==> config.mk <==
export PLATFORM = sky130hd
export DESIGN_NAME = quad_phase_gen
export DESIGN_NICKNAME = d
export VERILOG_FILES = /design/src/rtl/qpg_pkg.sv /design/src/rtl/qpg_seq.sv /design/src/rtl/qpg_decode.sv /design/src/rtl/quad_phase_gen.sv
export SDC_FILE = /design/constraint.sdc
export NUM_CORES = 1
export LEC_CHECK = 0
export BUFFER_PORTS_ARGS = -buffer_cell sky130_fd_sc_hd__buf_4
export CORE_MARGIN = 5
export CORE_UTILIZATION = 59
export DETAILED_ROUTE_END_ITERATION = 16
export PLACE_DENSITY = 0.82
export SYNTH_ARGS = -nofsm -noshare
export SYNTH_HDL_FRONTEND = slang
export SYNTH_HIERARCHICAL = 1
export SYNTH_SLANG_ARGS = --single-unit
==> constraint.sdc <==
create_clock -name clk -period 4.3 [get_ports clk]
set_input_delay 0.86 -clock clk [delete_from_list [all_inputs] [get_ports clk]]
set_output_delay 0.86 -clock clk [all_outputs]
set_load 0.01 [all_outputs]
==> src/rtl/qpg_pkg.sv <==
package qpg_pkg;
  localparam int NUM_PH  = 4;
  localparam int IDX_W   = $clog2(NUM_PH);
  localparam int NUM_MRG = NUM_PH - 1;

  typedef enum logic [1:0] {
    ST_IDLE  = 2'd0,
    ST_PULSE = 2'd1,
    ST_GAP   = 2'd2
  } qpg_state_e;
endpackage

==> src/rtl/qpg_seq.sv <==
module qpg_seq
  import qpg_pkg::*;
#(
  parameter int PW = 4,
  parameter int GW = 4
) (
  input  logic             clk,
  input  logic             rst_n,
  input  logic             en,
  input  logic [PW-1:0]    pulse_len,
  input  logic [GW-1:0]    gap_len,
  output qpg_state_e       state_d,
  output logic [IDX_W-1:0] idx_d,
  output logic [IDX_W-1:0] idx_q
);
  localparam int CW = (PW > GW) ? PW : GW;
  localparam logic [IDX_W-1:0] LAST = IDX_W'(NUM_PH - 1);

  qpg_state_e     state_q;
  logic [CW-1:0]  cnt_q, cnt_d;
  logic [PW-1:0]  plen_q;
  logic [GW-1:0]  glen_q;
  logic           lat_en;

  // next-state logic
  always_comb begin
    state_d = state_q;
    idx_d   = idx_q;
    cnt_d   = cnt_q;
    lat_en  = 1'b0;
    case (state_q)
      ST_IDLE: begin
        if (en) begin
          state_d = ST_PULSE;
          idx_d   = '0;
          cnt_d   = CW'(pulse_len);
          lat_en  = 1'b1;
        end
      end
      ST_PULSE: begin
        if (cnt_q == '0) begin
          state_d = ST_GAP;
          cnt_d   = CW'(glen_q);
        end else begin
          cnt_d = cnt_q - 1'b1;
        end
      end
      ST_GAP: begin
        if (cnt_q != '0) begin
          cnt_d = cnt_q - 1'b1;
        end else if (idx_q != LAST) begin
          state_d = ST_PULSE;
          idx_d   = idx_q + 1'b1;
          cnt_d   = CW'(plen_q);
        end else if (en) begin
          state_d = ST_PULSE;
          idx_d   = '0;
          cnt_d   = CW'(pulse_len);
          lat_en  = 1'b1;
        end else begin
          state_d = ST_IDLE;
        end
      end
      default: state_d = ST_IDLE;
    endcase
  end

  // state registers
  always_ff @(posedge clk or negedge rst_n) begin
    if (!rst_n) begin
      state_q <= ST_IDLE;
      idx_q   <= '0;
      cnt_q   <= '0;
    end else begin
      state_q <= state_d;
      idx_q   <= idx_d;
      cnt_q   <= cnt_d;
    end
  end

  // width capture, enabled only at phase-1 start
  always_ff @(posedge clk or negedge rst_n) begin
    if (!rst_n) begin
      plen_q <= '0;
      glen_q <= '0;
    end else if (lat_en) begin
      plen_q <= pulse_len;
      glen_q <= gap_len;
    end
  end
endmodule

==> src/rtl/qpg_decode.sv <==
module qpg_decode
  import qpg_pkg::*;
(
  input  logic               clk,
  input  logic               rst_n,
  input  qpg_state_e         state_d,
  input  logic [IDX_W-1:0]   idx_d,
  output logic [NUM_PH-1:0]  ph_q,
  output logic [NUM_MRG-1:0] mrg_q
);
  logic [NUM_PH-1:0]  ph_d;
  logic [NUM_MRG-1:0] mrg_d;
  logic               in_pulse, in_gap;

  assign in_pulse = (state_d == ST_PULSE);
  assign in_gap   = (state_d == ST_GAP);

  for (genvar k = 0; k < NUM_PH; k++) begin : g_ph
    assign ph_d[k] = in_pulse && (idx_d == IDX_W'(k));
  end

  for (genvar m = 0; m < NUM_MRG; m++) begin : g_mrg
    assign mrg_d[m] = (in_pulse && ((idx_d == IDX_W'(m)) || (idx_d == IDX_W'(m + 1))))
                   || (in_gap && (idx_d == IDX_W'(m)));
  end

  always_ff @(posedge clk or negedge rst_n) begin
    if (!rst_n) begin
      ph_q  <= '0;
      mrg_q <= '0;
    end else begin
      ph_q  <= ph_d;
      mrg_q <= mrg_d;
    end
  end
endmodule

==> src/rtl/quad_phase_gen.sv <==
module quad_phase_gen
  import qpg_pkg::*;
#(
  parameter int PW = 4,
  parameter int GW = 4
) (
  input  logic          clk,
  input  logic          rst_n,
  input  logic          en,
  input  logic [PW-1:0] pulse_len,
  input  logic [GW-1:0] gap_len,
  output logic [3:0]    ph_o,
  output logic [2:0]    mrg_o,
  output logic [1:0]    idx_o
);
  qpg_state_e       state_d;
  logic [IDX_W-1:0] idx_d;

  qpg_seq #(.PW(PW), .GW(GW)) u_seq (
    .clk       (clk),
    .rst_n     (rst_n),
    .en        (en),
    .pulse_len (pulse_len),
    .gap_len   (gap_len),
    .state_d   (state_d),
    .idx_d     (idx_d),
    .idx_q     (idx_o)
  );

  qpg_decode u_dec (
    .clk     (clk),
    .rst_n   (rst_n),
    .state_d (state_d),
    .idx_d   (idx_d),
    .ph_q    (ph_o),
    .mrg_q   (mrg_o)
  );
endmodule

==> results.tsv, run 1 <==
stage	metric	value	unit
run_status	status	completed	
power	irDropWorstVdd	0.000434	V
placed_design	hpwl	2.20	mm
clocking	tritoncts	done	
timing	setup_viol	0	
power	power_density	635	nW/um2
clocking	cts.clk_slew.worst_paths	0.12	ns
critical_path	path_cells	inv_1, ha_1, or3b_1, nor3_1, a21o_1, a22o_1, inv_1, ha_1, or2_2, o2bb2ai_1	
critical_path	cp_max_fo	10	
finish	fill_cells	181	
route	wl	2.98	mm
synth	ys_async_sr_fraction	100	%
clocking	cts_buffers	3	
route	dr.first_iter.drc_count	55	
finish	fin_util	70.2	%
synth	syn_area	1390	um2
synth	synth_warnings	6	
clocking	cts_hold_buf	0	
timing	holdWs	0.424	ns
route	ant_nets	0	
critical_path	r2r_start	u_seq/cnt_q[0]	
clocking	cts_resized	0	
clocking	clk_latency	0.30	ns
route	vias_per_cell	6.05	
placed_design	place.gp.congestion	0.912	
finish	finalNetCount	182	
timing	hold_violations	0	
synth	synth-edff-count	0	
timing	drv_slew	0	
placed_design	place_inst	182	
timing	slew_headroom	62.5	%
die	dieWidth	58.5	um
power	power_leakage	0.742	nW
finish	area_delta_synth_final	13.1	%
run	cap_violations	0	
global_routing	antenna_found_initial	0	
power	total_power	0.995	mW
route	route.detailed.drc	0	
synth	yosys.cell_types.count	37	
global_routing	overflow	0	
finish	drive_gt1_share	22.8	%
hold_path	hold_path.class	in2async	
timing	finalSetupTns	0	ns
global_routing	grt_max_degree	24	
synth	syn_nets	162	
die	die_height	58.5	um
route	wl_per_cell	16.0	um
route	via_count	1126	
synth	yosysSeqAreaShare	41.5	%
critical_path	crit_type	reg2reg	
clocking	cts_sinks	23	
die	rows	17	
synth	synth_ff_type	dfrtp_1	
timing	rsz0062_at_grt	false	
finish	instances_no_fill	186	
critical_path	crit_required	4.49	ns
die	coreArea	2230	um2
clocking	cts_setup_buffers	0	
critical_path	crit_path_top_delay_cell	or3b_1	
timing	period_needed	2.70	ns
critical_path	r2r_slack	1.60	ns
finish	diodes	0	
global_routing	grt_pass1_vias	1093	
route	dr.pass1.iters	4	
critical_path	max_stage_delay	0.53	ns
critical_path	start_kind	flip-flop	
global_routing	grt_pass1_wl	5.15	mm
die	pin_count	20	
die	dieArea	3420	um2
timing	post-route-period-util	62.7	%
placed_design	portBuffers	19	
critical_path	rr_endpoint	u_dec/mrg_q[2]	
timing	max_freq	0.371	GHz
timing	fin_worst_skew	0.000856	ns
timing	tightest_slew	0.559	ns
synth	ys_seq_elements	23	
clocking	cts_root_buffer	clkbuf_4	
clocking	clockBufferDepth	2	
critical_path	worstPathArrival	2.88	ns
critical_path	endpoint_kind	flip-flop	
critical_path	r2r_cells	10	
synth	avgSynthCellArea	9.97	um2
global_routing	grt_usage	19.4	%
die	initial_core_util	62.1	%
synth	syn_inst	139	
clocking	h-tree-depth	1	
==> stage by stage <==
step | instance area (um2) | setup WS (ns)
6_report | 1570 | 1.60
5_1_grt | 1570 | 1.38
4_1_cts | 1570 | 1.64
3_5_place_dp | 1540 | 1.67
3_3_place_gp | 1540 | 1.86
2_1_floorplan | 1390 | 1.96
==> worst max path at each step <==
stage	start	end	slack, ns	depth (start not counted)
6_report	u_seq/cnt_q[0]	u_dec/mrg_q[2]	1.60	10
5_1_grt	u_seq/cnt_q[0]	u_dec/mrg_q[2]	1.38	10
4_1_cts	u_seq/cnt_q[0]	u_dec/mrg_q[2]	1.64	10
3_5_place_dp	u_seq/cnt_q[0]	u_dec/mrg_q[2]	1.67	10
3_3_place_gp	u_seq/cnt_q[0]	u_dec/mrg_q[2]	1.86	10
2_1_floorplan	u_seq/cnt_q[0]	u_dec/mrg_q[2]	1.96	11
==> cell usage after synthesis, drive strengths merged (2+ instances only) <==
cell / count / area (um2)
nor2b: 4 / 32.5
nor2: 8 / 30.0
a21oi: 8 / 40.0
o21ai: 10 / 53.8
o211ai: 3 / 22.5
o22ai: 4 / 25.0
a31oi: 3 / 18.8
inv: 10 / 37.5
clkbuf: 3 / 11.3
o2bb2ai: 2 / 17.5
nand2b: 3 / 18.8
nand2: 8 / 30.0
nand3: 3 / 15.0
and2: 5 / 33.8
nor3: 2 / 10.0
a22o: 3 / 26.3
ha: 12 / 150
nand3b: 2 / 15.0
dfrtp: 23 / 576
o2111ai: 2 / 17.5
mux2: 8 / 90.1
==> final cells by class <==
cell class                 instances  area (um2)  area share, %
tap                               28        35.0           2.23
sequential                        23         576           36.7
inverter                          10        37.5           2.39
multi-input combinational        102         751           47.9
timing repair buffer              19         143           9.10
clock buffer                       4        26.3           1.68
==> cells by family after synthesis <==
group | Yosys count | synth area share (%)
fa+ha+maj | 12 | 10.8
xor+xnor | 1 | 0.632
simple gates | 40 | 16.4
mux | 9 | 7.22
compound gates | 40 | 19.0
buf+inv | 14 | 4.33
flops | 23 | 41.5
==> worst max-delay path: cells and delay by family, from the launching register on <==
family                   cells  cell delay, ns
AND/OR/NAND/NOR              3            1.01
AO/OA/AOI/OAI                3            0.48
flip-flops                   1            0.45
adder cells (fa/ha/maj)      2            0.45
buffers and inverters        2            0.21
==> where the power goes <==
part	switching, mW	total, mW	internal [mW]
clock	0.0596	0.0958	0.0362
sequential	0.0733	0.372	0.299
combinational	0.284	0.527	0.243
==> per-layer routing <==
layer | vias up | wire [um] | GRT usage [%] | part of all wire, %
li1 | 534 | - | - | -
met1 | 545 | 1340 | 26.9 | 45
met2 | 41 | 1400 | 29.3 | 47
met3 | 6 | 186 | 3.29 | 6.2
met4 | 0 | 52 | 8.94 | 1.7
met5 | - | 0 | 0 | 0
==> registers in the layout, indices dropped and copies added (netlist names) <==
signal,flops
u_seq/plen_q,4
u_seq/cnt_q,4
u_seq/idx_q,2
u_seq/state_q,2
u_dec/ph_q,4
u_dec/mrg_q,3
u_seq/glen_q,4
==> cells in the final DEF, fill, tap and decap left out, types with 2 or more instances in the layout <==
cell	synthesis	final
dfrtp_1	23	23
o22ai_1	4	4
o211ai_1	3	3
o2bb2ai_1	2	2
clkbuf_4	0	3
and2_1	4	4
mux2_2	8	8
buf_4	0	19
a31oi_1	3	3
o2111ai_1	2	2
nand2_1	8	8
o21ai_0	9	9
nand3_1	3	3
nor2b_1	3	3
a22o_1	3	3
nor3_1	2	2
ha_1	12	12
a21oi_1	8	8
nand3b_1	2	2
nand2b_1	3	3
inv_1	10	10
nor2_1	8	8
No activity file was read; power rests on OpenSTA's default activity.
==> run 2: changes to the inputs <==
Settings changed: CORE_UTILIZATION 59 to 56, PLACE_DENSITY 0.82 to 0.78.
Clock period 4.3 ns to 2.8 ns, I/O delays scaled along.
==> run 2 against run 1 <==
Final area rose by 0.72%. Register-to-register slack got worse by 1.3 ns. Critical path depth did not move. Clock-buffer cell count fell by 1. Highest routed layer unchanged.
==> results.tsv, run 2 (synthesized netlist as in run 1, its figures left out) <==
stage	metric	value	unit	change
finish	fin_area	1580	um2	+0.72%
clocking	cts_hold_buf	0		unchanged
route	dr.pass1.iters	4		unchanged
critical_path	endpoint_kind	flip-flop		
placed_design	hpwl	2.24	mm	+2.0%
route	route.detailed.drc	0		unchanged
die	rows	18		+1
route	wl_per_cell	16.0	um	about the same
placed_design	portBuffers	19		unchanged
timing	setup_viol	0		unchanged
timing	max_freq	0.397	GHz	+7.1%
clocking	clk_latency	0.32	ns	+0.02 ns
global_routing	grt_pass1_wl	5.00	mm	-3.1%
timing	post-route-period-util	89.9	%	+27 points
power	power_leakage	0.749	nW	+0.95%
clocking	cts.clk_slew.worst_paths	0.13	ns	about the same
clocking	tritoncts	done		
placed_design	place.gp.congestion	0.890		-2.3%
timing	tightest_slew	0.578	ns	+0.0188 ns
critical_path	start_kind	flip-flop		
critical_path	r2r_start	u_seq/cnt_q[0]		
global_routing	grt_usage	18.8	%	-0.54 points
power	clkPwrFrac	10.2	%	+0.6 points
finish	final_common_cell	dfrtp_1		
timing	fin_ws	0.283	ns	-1.32 ns
power	power_switching	0.667	mW	+60%
die	die_height	59.8	um	+2.2%
finish	mostFrequentLayoutCells	dfrtp_1, buf_4, ha_1		
timing	rsz0062_at_grt	false		
placed_design	pre_cts_slack	0.335	ns	-1.34 ns
timing	period_needed	2.52	ns	-0.180 ns
critical_path	rr_endpoint	u_dec/mrg_q[2]		
critical_path	cp_max_fo	6		-4
die	dieArea	3570	um2	+4.4%
die	pin_count	20		unchanged
global_routing	antenna_found_initial	0		unchanged
timing	drv_slew	0		unchanged
finish	finalNetCount	183		+0.55%
critical_path	worstPathArrival	2.71	ns	-0.17 ns
power	seqPwrFrac	36.8	%	-0.6 points
timing	slew_headroom	61.4	%	-1.1 points
power	combPwrFrac	52.9	%	about the same
die	initial_core_util	57.0	%	-5.1 points
route	wl	3.03	mm	+1.6%
clocking	cts_buffers	3		unchanged
placed_design	placedInstanceArea	1550	um2	+0.65%
route	via_count	1146		+1.8%
power	power.share.switching	42.8	%	+0.89 points
global_routing	grt_pass1_vias	1135		+3.8%
route	vias_per_cell	6.06		+0.16%
clocking	cts_setup_buffers	0		unchanged
critical_path	crit_required	3.00	ns	-1.49 ns
finish	diodes	0		unchanged
finish	drive_gt1_share	23.9	%	+1.1 points
clocking	clockBufferDepth	2		unchanged
power	cell_internal_pwr	0.892	mW	+54%
global_routing	overflow	0		unchanged
timing	holdWs	0.108	ns	-0.316 ns
timing	finalSetupTns	0	ns	unchanged
die	dieWidth	59.8	um	+2.2%
power	power_density	987	nW/um2	+56%
power	total_power	1.56	mW	+57%
clocking	cts_resized	0		unchanged
run_status	status	completed		
power	irDropWorstVdd	0.000559	V	+29%
critical_path	r2r_slack	0.28	ns	-1.32 ns
clocking	cts_sinks	23		unchanged
finish	area_delta_synth_final	13.9	%	
clocking	h-tree-depth	1		unchanged
clocking	cts_root_buffer	clkbuf_4		
critical_path	r2r_cells	10		unchanged
global_routing	grt_max_degree	24		unchanged
route	ant_nets	0		unchanged
route	dr.first_iter.drc_count	68		+24%
timing	fin_worst_skew	0.00656	ns	+0.00570 ns
timing	hold_violations	0		unchanged
run	cap_violations	0		unchanged
hold_path	hold_path.class	in2async		
critical_path	crit_type	reg2reg		
die	coreArea	2430	um2	+8.9%
## run 2: worst max-delay path: stages (launching register included)
cell       delay, ns
dfrtp_1         0.45
inv_1           0.09
ha_1            0.21
or3b_1          0.42
nor3_1          0.16
a21o_1          0.12
a22o_1          0.22
inv_1           0.09
ha_1            0.23
or2_2           0.28
o2bb2ai_1       0.12
## run 2: worst max path at each step
stage	to	slack (ns)	cells after the start	from
finish	u_dec/mrg_q[2]	0.28	10	u_seq/cnt_q[0]
global route	u_dec/mrg_q[2]	0.14	10	u_seq/cnt_q[0]
CTS	u_dec/mrg_q[2]	0.30	10	u_seq/cnt_q[0]
detailed placement	u_dec/mrg_q[2]	0.33	10	u_seq/cnt_q[0]
global placement	u_dec/mrg_q[2]	0.44	10	u_seq/cnt_q[0]
floorplan	u_dec/mrg_q[2]	0.46	11	u_seq/cnt_q[0]
## run 2: metal layers
| metal | GRT usage, % | vias to the layer above | wire length [um] |
|---|---|---|---|
| met2 | 31.5 | 55 | 1520 |
| met5 | 0 | - | 0 |
| met1 | 22.7 | 547 | 1210 |
| met3 | 3.24 | 9 | 203 |
| met4 | 10.4 | 0 | 91 |
| li1 | - | 535 | - |
## run 2: layout make-up
cell class	instances	area, um2
Inverter	10	37.5
Fill cell	191	853
Clock inverter	1	5.00
Multi-Input combinational cell	102	751
Timing Repair Buffer	20	150
Sequential cell	23	576
Clock buffer	3	22.5
Tap cell	30	37.5
## run 2: power groups by stage
stage	registers, mW	clock network (mW)	logic, mW
floorplan	0.554	0	0.617
global placement	0.574	0	0.785
detailed placement	0.582	0	0.814
CTS	0.574	0.166	0.818
global route	0.592	0.180	0.920
finish	0.574	0.159	0.825
## run 2: metrics by stage
stage	utilization, %	instances
6_report	64.9	189
5_1_grt	64.9	189
4_1_cts	64.9	189
3_5_place_dp	63.8	185
3_3_place_gp	63.8	185
2_1_floorplan	-	139
